--- src/rtl/scl_timing_pkg.sv ---
package scl_timing_pkg;

  typedef enum logic [1:0] {
    PH_IDLE = 2'd0,
    PH_LOW  = 2'd1,
    PH_HIGH = 2'd2
  } phase_t;

  // command strobes from the phase sequencer to the count datapath
  typedef struct packed {
    logic cntClr;
    logic cntInc;
  } cntCmd_t;

  localparam logic [2:0] ADDR_STD_HI  = 3'd0;
  localparam logic [2:0] ADDR_STD_LO  = 3'd1;
  localparam logic [2:0] ADDR_FST_HI  = 3'd2;
  localparam logic [2:0] ADDR_FST_LO  = 3'd3;
  localparam logic [2:0] ADDR_HS_HI   = 3'd4;
  localparam logic [2:0] ADDR_HS_LO   = 3'd5;
  localparam logic [2:0] ADDR_HOLD    = 3'd6;
  localparam int         NUM_TIM_REGS = 7;

endpackage

--- src/rtl/scl_timing_dp.sv ---
module scl_timing_dp
  import scl_timing_pkg::*;
#(
  parameter int CNT_W      = 16,
  parameter int MIN_CNT    = 6,
  parameter bit HS_PRESENT = 1'b1
) (
  input  logic             clk,
  input  logic             rst_n,
  input  logic             ctrlEnable,
  input  logic             cfgWe,
  input  logic [2:0]       cfgAddr,
  input  logic [CNT_W-1:0] cfgData,
  input  logic [1:0]       speedSel,
  input  logic             sclIn,
  input  cntCmd_t          cmd,
  output logic             lowDone,
  output logic             highDone,
  output logic             holdHit,
  output logic             sclSeen
);

  localparam logic [CNT_W-1:0] FLOOR = CNT_W'(MIN_CNT);

  logic [CNT_W-1:0] timReg [NUM_TIM_REGS];
  logic [CNT_W-1:0] hiRaw, loRaw, effHigh, effLow, holdLim, holdEff;
  logic [CNT_W-1:0] phaseCnt;
  logic             useHs, useStd;
  logic             sclQ;

  // timing registers: writable only while the controller is off
  always_ff @(posedge clk or negedge rst_n) begin
    if (!rst_n) begin
      for (int i = 0; i < NUM_TIM_REGS; i++) timReg[i] <= '0;
    end else if (cfgWe && !ctrlEnable && (cfgAddr < 3'(NUM_TIM_REGS))) begin
      timReg[cfgAddr] <= cfgData;
    end
  end

  // speed class decode; the high-speed pair exists only if built in
  generate
    if (HS_PRESENT) begin : g_hs
      assign useHs = (speedSel == 2'b11);
    end else begin : g_nohs
      assign useHs = 1'b0;
    end
  endgenerate

  assign useStd = (speedSel == 2'b01);

  always_comb begin
    if (useHs) begin
      hiRaw = timReg[ADDR_HS_HI];
      loRaw = timReg[ADDR_HS_LO];
    end else if (useStd) begin
      hiRaw = timReg[ADDR_STD_HI];
      loRaw = timReg[ADDR_STD_LO];
    end else begin
      hiRaw = timReg[ADDR_FST_HI];
      loRaw = timReg[ADDR_FST_LO];
    end
  end

  // floor clamp keeps each phase long enough to be well formed
  assign effHigh = (hiRaw < FLOOR) ? FLOOR : hiRaw;
  assign effLow  = (loRaw < FLOOR) ? FLOOR : loRaw;

  // SDA change point stays inside the low phase
  assign holdLim = effLow - CNT_W'(2);
  assign holdEff = (timReg[ADDR_HOLD] > holdLim) ? holdLim : timReg[ADDR_HOLD];

  always_ff @(posedge clk or negedge rst_n) begin
    if (!rst_n) sclQ <= 1'b0;
    else        sclQ <= sclIn;
  end

  always_ff @(posedge clk or negedge rst_n) begin
    if (!rst_n)          phaseCnt <= '0;
    else if (cmd.cntClr) phaseCnt <= '0;
    else if (cmd.cntInc) phaseCnt <= phaseCnt + CNT_W'(1);
  end

  assign sclSeen  = sclQ;
  assign lowDone  = (phaseCnt == effLow - CNT_W'(1));
  assign highDone = sclQ && (phaseCnt == effHigh - CNT_W'(1));
  assign holdHit  = (phaseCnt == holdEff);

endmodule

--- src/rtl/scl_timing_ctrl.sv ---
module scl_timing_ctrl
  import scl_timing_pkg::*;
(
  input  logic    clk,
  input  logic    rst_n,
  input  logic    ctrlEnable,
  input  logic    lowDone,
  input  logic    highDone,
  input  logic    holdHit,
  input  logic    sclSeen,
  output cntCmd_t cmd,
  output logic    sclDriveLow,
  output logic    sclRiseStb,
  output logic    sclFallStb,
  output logic    sdaChgStb
);

  phase_t phase, phaseNext;

  always_comb begin
    phaseNext = phase;
    if (!ctrlEnable) begin
      phaseNext = PH_IDLE;
    end else begin
      unique case (phase)
        PH_IDLE: phaseNext = PH_LOW;
        PH_LOW:  if (lowDone)  phaseNext = PH_HIGH;
        PH_HIGH: if (highDone) phaseNext = PH_LOW;
        default: phaseNext = PH_IDLE;
      endcase
    end
  end

  always_ff @(posedge clk or negedge rst_n) begin
    if (!rst_n) begin
      phase      <= PH_IDLE;
      sclRiseStb <= 1'b0;
      sclFallStb <= 1'b0;
    end else begin
      phase      <= phaseNext;
      sclRiseStb <= (phase == PH_LOW)  && (phaseNext == PH_HIGH);
      sclFallStb <= (phase != PH_LOW)  && (phaseNext == PH_LOW);
    end
  end

  assign cmd.cntClr = (phaseNext != phase) || (phase == PH_IDLE);
  assign cmd.cntInc = (phase == PH_LOW) || ((phase == PH_HIGH) && sclSeen);

  assign sclDriveLow = (phase == PH_LOW);
  assign sdaChgStb   = (phase == PH_LOW) && holdHit;

endmodule

--- src/rtl/scl_timing_gen.sv ---
module scl_timing_gen
  import scl_timing_pkg::*;
#(
  parameter int CNT_W      = 16,
  parameter int MIN_CNT    = 6,
  parameter bit HS_PRESENT = 1'b1
) (
  input  logic             clk,
  input  logic             rst_n,
  input  logic             ctrlEnable,
  input  logic             cfgWe,
  input  logic [2:0]       cfgAddr,
  input  logic [CNT_W-1:0] cfgData,
  input  logic [1:0]       speedSel,
  input  logic             sclIn,
  output logic             sclDriveLow,
  output logic             sclRiseStb,
  output logic             sclFallStb,
  output logic             sdaChgStb
);

  cntCmd_t cmd;
  logic    lowDone, highDone, holdHit, sclSeen;

  scl_timing_dp #(
    .CNT_W     (CNT_W),
    .MIN_CNT   (MIN_CNT),
    .HS_PRESENT(HS_PRESENT)
  ) u_dp (
    .clk       (clk),
    .rst_n     (rst_n),
    .ctrlEnable(ctrlEnable),
    .cfgWe     (cfgWe),
    .cfgAddr   (cfgAddr),
    .cfgData   (cfgData),
    .speedSel  (speedSel),
    .sclIn     (sclIn),
    .cmd       (cmd),
    .lowDone   (lowDone),
    .highDone  (highDone),
    .holdHit   (holdHit),
    .sclSeen   (sclSeen)
  );

  scl_timing_ctrl u_ctrl (
    .clk        (clk),
    .rst_n      (rst_n),
    .ctrlEnable (ctrlEnable),
    .lowDone    (lowDone),
    .highDone   (highDone),
    .holdHit    (holdHit),
    .sclSeen    (sclSeen),
    .cmd        (cmd),
    .sclDriveLow(sclDriveLow),
    .sclRiseStb (sclRiseStb),
    .sclFallStb (sclFallStb),
    .sdaChgStb  (sdaChgStb)
  );

endmodule

--- config.mk ---
export PLATFORM = sky130hd
export DESIGN_NAME = scl_timing_gen
export DESIGN_NICKNAME = d
export VERILOG_FILES = /design/src/rtl/scl_timing_pkg.sv /design/src/rtl/scl_timing_dp.sv /design/src/rtl/scl_timing_ctrl.sv /design/src/rtl/scl_timing_gen.sv
export SDC_FILE = /design/constraint.sdc
export NUM_CORES = 1
export LEC_CHECK = 0
export ABC_AREA = 1
export CORE_ASPECT_RATIO = 1.4
export CORE_UTILIZATION = 55
export CTS_BUF_LIST = sky130_fd_sc_hd__clkbuf_4 sky130_fd_sc_hd__clkbuf_8
export DETAILED_ROUTE_END_ITERATION = 7
export PLACE_DENSITY = 0.83
export SLEW_MARGIN = 5
export SYNTH_ARGS = -nofsm -noshare
export SYNTH_HDL_FRONTEND = slang
export SYNTH_SLANG_ARGS = --single-unit
--- constraint.sdc ---
create_clock -name clk -period 9.8 [get_ports clk]
set_input_delay 0.98 -clock clk [delete_from_list [all_inputs] [get_ports clk]]
set_output_delay 0.98 -clock clk [all_outputs]
set_load 0.03 [all_outputs]
# Yosys cells after proc, flatten, opt, wreduce, memory -nomap -nowiden
# Cells that the tools add are included.
# totals
inputBits,26
word_cells,63
ff_bits,133
# classes
n_addsub,4
reduce_logical,13
order_cmp,6
n_eq_ne,11
mux,16
bitwise_logic,1
# ops
operator,count
$mux W16,10
$bwmux W112,1
$demux W16 S3,1
$eq A16 B16 Y1,3
$lt A16 B3 Y1 const B,2
$sub A16 B1 Y16 const B,2
$add A16 B1 Y16 const B,1
$gt A16 B16 Y1,1
$sub A16 B2 Y16 const B,1
$logic_and A1 B1 Y1,8
$eq A2 B1 Y1 const B,3
$eq A2 B2 Y1 const B,3
$mux W2,3
$pmux W2 S3,1
$ge A4 B4 Y1 const B,1
$lt A4 B1 Y1 const B,1
$not A3 Y4,1
$lt A3 B3 Y1 const B,1
$logic_not A2 Y1,1
$logic_or A1 B1 Y1,2
$ne A2 B1 Y1 const B,1
$ne A2 B2 Y1,1
$reduce_bool A2 Y1,1
$logic_not A1 Y1,1

# Logic depth before layout (Yosys ltp)
# logic_depth
word_depth,14
mapped_depth,39
depth_no_buf,37

# Hierarchy
# Synthesis repeated with hierarchy kept, for this count alone.
# unflattened
hier_cells,1214
hier_area_um2,8612.0
# by_module_without_submodules
mod,area_each_um2,n_inst,cells_per_inst
scl_timing_dp,8399.3,1,1183
scl_timing_ctrl,212.7,1,31

# Worst setup path before layout
# OpenSTA, ideal clock, no wires.
# synth_timing
path_kind,in2out
startpoint,input port speedSel[0]
endpoint,output port sdaChgStb
path_buffers,4
path_stages,35
slack_ps,3591
arrival_time_ps,5229
required_time_ps,8820
path_cell_list,buf_6 -> nand2_4 -> inv_2 -> buf_6 -> nand2_1 -> nand3_1 -> nor2_1 -> nor2_1 -> nand2_1 -> nor2_1 -> nor2_1 -> ha_1 -> inv_1 -> nor2_4 -> nand2_2 -> inv_2 -> nand2_1 -> nor2_2 -> xor2_1 -> inv_1 -> ha_1 -> a21oi_1 -> o21ai_0 -> nor2_1 -> nand2_1 -> nand2_1 -> clkbuf_1 -> clkbuf_1 -> o21ai_0 -> xor2_1 -> nor2_1 -> nand3_1 -> nor2_1 -> nand3_1 -> nor2_1
# synth_between
elab_chain_len,10
# synth_lines
item,line,rtl
"start, declared",scl_timing_gen.sv:14,"input logic [1:0] speedSel,"
$eq A2 B1 Y1,scl_timing_dp.sv:49,assign useStd = (speedSel == 2'b01);
$mux W16,scl_timing_dp.sv:55,end else if (useStd) begin
$mux W16 (*),scl_timing_dp.sv:52,if (useHs) begin
$lt A16 B3 Y1,scl_timing_dp.sv:66,assign effLow = (loRaw < FLOOR) ? FLOOR : loRaw;
$mux W16 (*),scl_timing_dp.sv:66,
$sub A16 B2 Y16 (*),scl_timing_dp.sv:69,assign holdLim = effLow - CNT_W'(2);
$gt A16 B16 Y1,scl_timing_dp.sv:70,assign holdEff = (timReg[ADDR_HOLD] > holdLim) ? holdLim : timReg[ADDR_HOLD];
$mux W16 (*),scl_timing_dp.sv:70,
$eq A16 B16 Y1 (*),scl_timing_dp.sv:86,assign holdHit = (phaseCnt == holdEff);
$logic_and A1 B1 Y1 (*),scl_timing_ctrl.sv:50,assign sdaChgStb = (phase == PH_LOW) && holdHit;
"end, declared",scl_timing_gen.sv:19,output logic sdaChgStb
# Every way passes the cells marked *; elsewhere a longest branch is shown, timed or not.

# Worst setup path in the final report
# layout_timing
startpoint,input port speedSel[1]
endpoint,output port sdaChgStb
# The elaborated chain is that of the path after synthesis.

==> qor.csv <==
metric,value,unit
Clock Latency Late Sink,0.48,ns
post-route ant nets,0,
number of synthesized flops with an enable pin,0,
WL/cell,17.4,µm
number of diodes,0,
fin nets,1261,
Syn. warnings,0,
fraction of registers with async set/reset,100,%
ys flop type,dfrtp_1,
setup TNS,0,ns
internal power,1.11,mW
# setup viols final,0,
"slowest stage delay, CP",1.09,ns
P per Cell Area,195,nW/µm²
layout cells sized above 1,9.54,%
fin crit share,87.6,%
Switch Pwr,0.737,mW
final hold violation count,0,
vias in the first global route,7445,
Post-Syn Nets,1252,
logic gate share of total power,35.0,%
Clk pwr share,25.9,%
Hold Path Depth,2,
DIE AREA,16500,µm²
cell count after synthesis,1206,
HP Class,reg -> reg,
switching share of total power,40.0,%
DRC errors left,0,
min Tclk post-route,8.58,ns
H-tree depth,4,
Hold Crit Endpoint,u_dp.timReg[97],
Core ar.,15600,µm²
FF-to-FF path depth,24,
VDD IR max,0.000122,V
Lkg Pwr,4.72,nW
status,finished clean,
Sequential Power Share,39.1,%
total of max-cap violations,0,
flip-flop and latch count after synthesis,133,
Inserted Clock Buffers,17,
Area Growth Syn to Fin,7.96,%
Initial Util,56.2,%
die width,109,µm
CP startpoint kind,input pin,
All-Layer GR Usage,32.3,%
synth unique cells,41,
CTS Root Cell,clkbuf_8,
std cell rows,54,
via count,8034,
Max clock buf depth,2,
worst path bufs/invs,8,
TritonCTS clock tree,done,
"Slew Viols, Final",0,
DP Wirelength,18.2,mm
height of the die,151,µm
Ports,30,
Crit Path Category,in -> out,
largest net degree at the start of global routing,89,
via/cell ratio,5.65,
worst r2r src,u_dp.timReg[28],
critical path's top delay family,buffers and inverters,
Mapped Area,8770,µm²
Placer Congestion,0.977,
post-CTS setup buffers,0,
Placed Instance Area,9070,µm²
Total Wirelength,24.8,mm
post_cts resized,0,
CP dominant cell by count,nor2_1,
Crit-path slowest cell,clkdlybuf4s50_1,
Crit path arrival time,7.60,ns
unrepaired setup endpoints after global routing,false,
Worst Path Max Fanout,20,
first-pass GRT wire length,39.5,mm
Slew HR,24.3,%
Critical Path Sink Type,output pin,
Post-CTS Hold Buffers,0,
clock sink total,133,
drt first pass iters,6,
fmax,117,MHz
Avg Inst Size Synth,7.27,µm²
drt first-iter violations,664,
post-layout util,60.6,%
clock transition at the registers of the reported paths,0.08,ns
R2R Path End,u_dp.phaseCnt[15],
fillers,1447,
Slew @ Worst Pin,1.13,ns
initial antenna violation count,0,
Final Instance Area,9470,µm²
grt total ovfl,0,
Worst EP required,8.82,ns
clock skew,0.0148,ns
Worst R2R Setup Slack,6.08,ns
sequential fraction of the synthesis area,38.0,%
hold_sp,u_dp.timReg[97],
port bufs,29,
==> logic make-up after synthesis <==
group	synth area share (%)
adders and majority gates	2.85
buffers and inverters	9.11
DFF	38.0
AOI/OAI and AO/OA	9.36
xor gates and xnor gates	6.39
and+or+nand+nor	34.2
muxes	0.114
==> flip-flops by register name, summed over array words and instances (netlist names) <==
name and cells:
u_ctrl.sclRiseStb 1, u_dp.phaseCnt 16, u_dp.timReg 112, u_ctrl.sclFallStb 1
u_ctrl.phase 2, u_dp.sclSeen 1
==> per-layer routing <==
metal	GRT usage, %	share of wire (%)
met1	40.1	40
met5	0	0
met2	53.9	49
met3	4.22	6.1
met4	17.9	4.7
==> worst reg2reg max path: cells and delay by family, from the launching register on <==
kind / cells / cell delay [ns]
AND/OR/NAND/NOR: 19 / 2.49
flip-flops: 1 / 0.38
adder cells (fa/ha/maj): 1 / 0.29
XOR/XNOR: 1 / 0.18
buffers and inverters: 2 / 0.16
AO/OA/AOI/OAI: 1 / 0.09
==> worst max path at each step <==
stage	cells after the start	from	slack, ns	end
4_1_cts	37	speedSel[1]	1.26	sdaChgStb
6_report	37	speedSel[1]	1.22	sdaChgStb
5_1_grt	37	speedSel[1]	0.51	sdaChgStb
2_1_floorplan	35	speedSel[0]	3.59	sdaChgStb
3_5_place_dp	37	speedSel[1]	1.28	sdaChgStb
3_3_place_gp	37	speedSel[1]	1.48	sdaChgStb
==> cells in the final DEF (no fill, tap or decap), drive strengths merged <==
master and instances:
a21oi 15, and3 1, buf 4, bufinv 2
clkbuf 19, clkdlybuf4s50 27, clkinv 4, clkinvlp 4
dfrtp 133, ha 20, inv 147, mux2i 1
nand2 353, nand3 99, nand3b 6, nand4 19
nor2 142, nor3 9, nor4 4, o211ai 3
o21ai 136, o21bai 3, o311ai 1, or2 11
xnor2 8, xor2 56
==> cell type report <==
class | count | area, µm² | area share, %
multi-input cells | 887 | 4640 | 49.0
flip-flops and latches | 133 | 3330 | 35.2
inverters | 144 | 551 | 5.82
repair buffers | 32 | 309 | 3.27
well taps | 196 | 245 | 2.59
clock buffers | 18 | 241 | 2.55
clock inverters | 13 | 150 | 1.59
==> through the flow <==
| step | hold slack, ns | total power [mW] | setup WS [ns] | std cells |
|---|---|---|---|---|
| after floorplan | 0.444 | 1.20 | 3.59 | 1206 |
| after global placement | 0.460 | 1.35 | 1.48 | 1392 |
| after detailed placement | 0.467 | 1.36 | 1.28 | 1392 |
| after CTS | 0.487 | 1.84 | 1.26 | 1423 |
| after global routing | 0.512 | 1.96 | 0.507 | 1423 |
| final | 0.487 | 1.84 | 1.22 | 1423 |
==> synthesized netlist by cell type, types with 6 or more instances <==
cell	n	area [µm²]
nand3_1	84	420
xor2_1	56	490
nor3_1	7	35.0
a21oi_1	15	75.1
dfrtp_1	133	3330
nand2_4	6	67.6
nor2_1	115	432
nor2_4	14	158
nand4_1	18	113
buf_1	7	26.3
buf_6	9	101
nor2_2	13	81.3
xnor2_1	8	70.1
inv_1	131	492
clkbuf_1	22	82.6
nand2_2	11	68.8
ha_1	20	250
o21ai_0	131	656
nand2_1	335	1260
nand3_2	14	140
inv_2	9	33.8
nand3b_1	6	45.0
==> power groups by stage <==
stage          combinational [mW]  sequential, mW  clock [mW]
2_1_floorplan               0.496           0.703           0
3_3_place_gp                0.621           0.725           0
3_5_place_dp                0.635           0.728           0
4_1_cts                     0.640           0.718       0.479
5_1_grt                     0.736           0.731       0.498
6_report                    0.645           0.722       0.478
No activity file was read; power rests on OpenSTA's default activity.
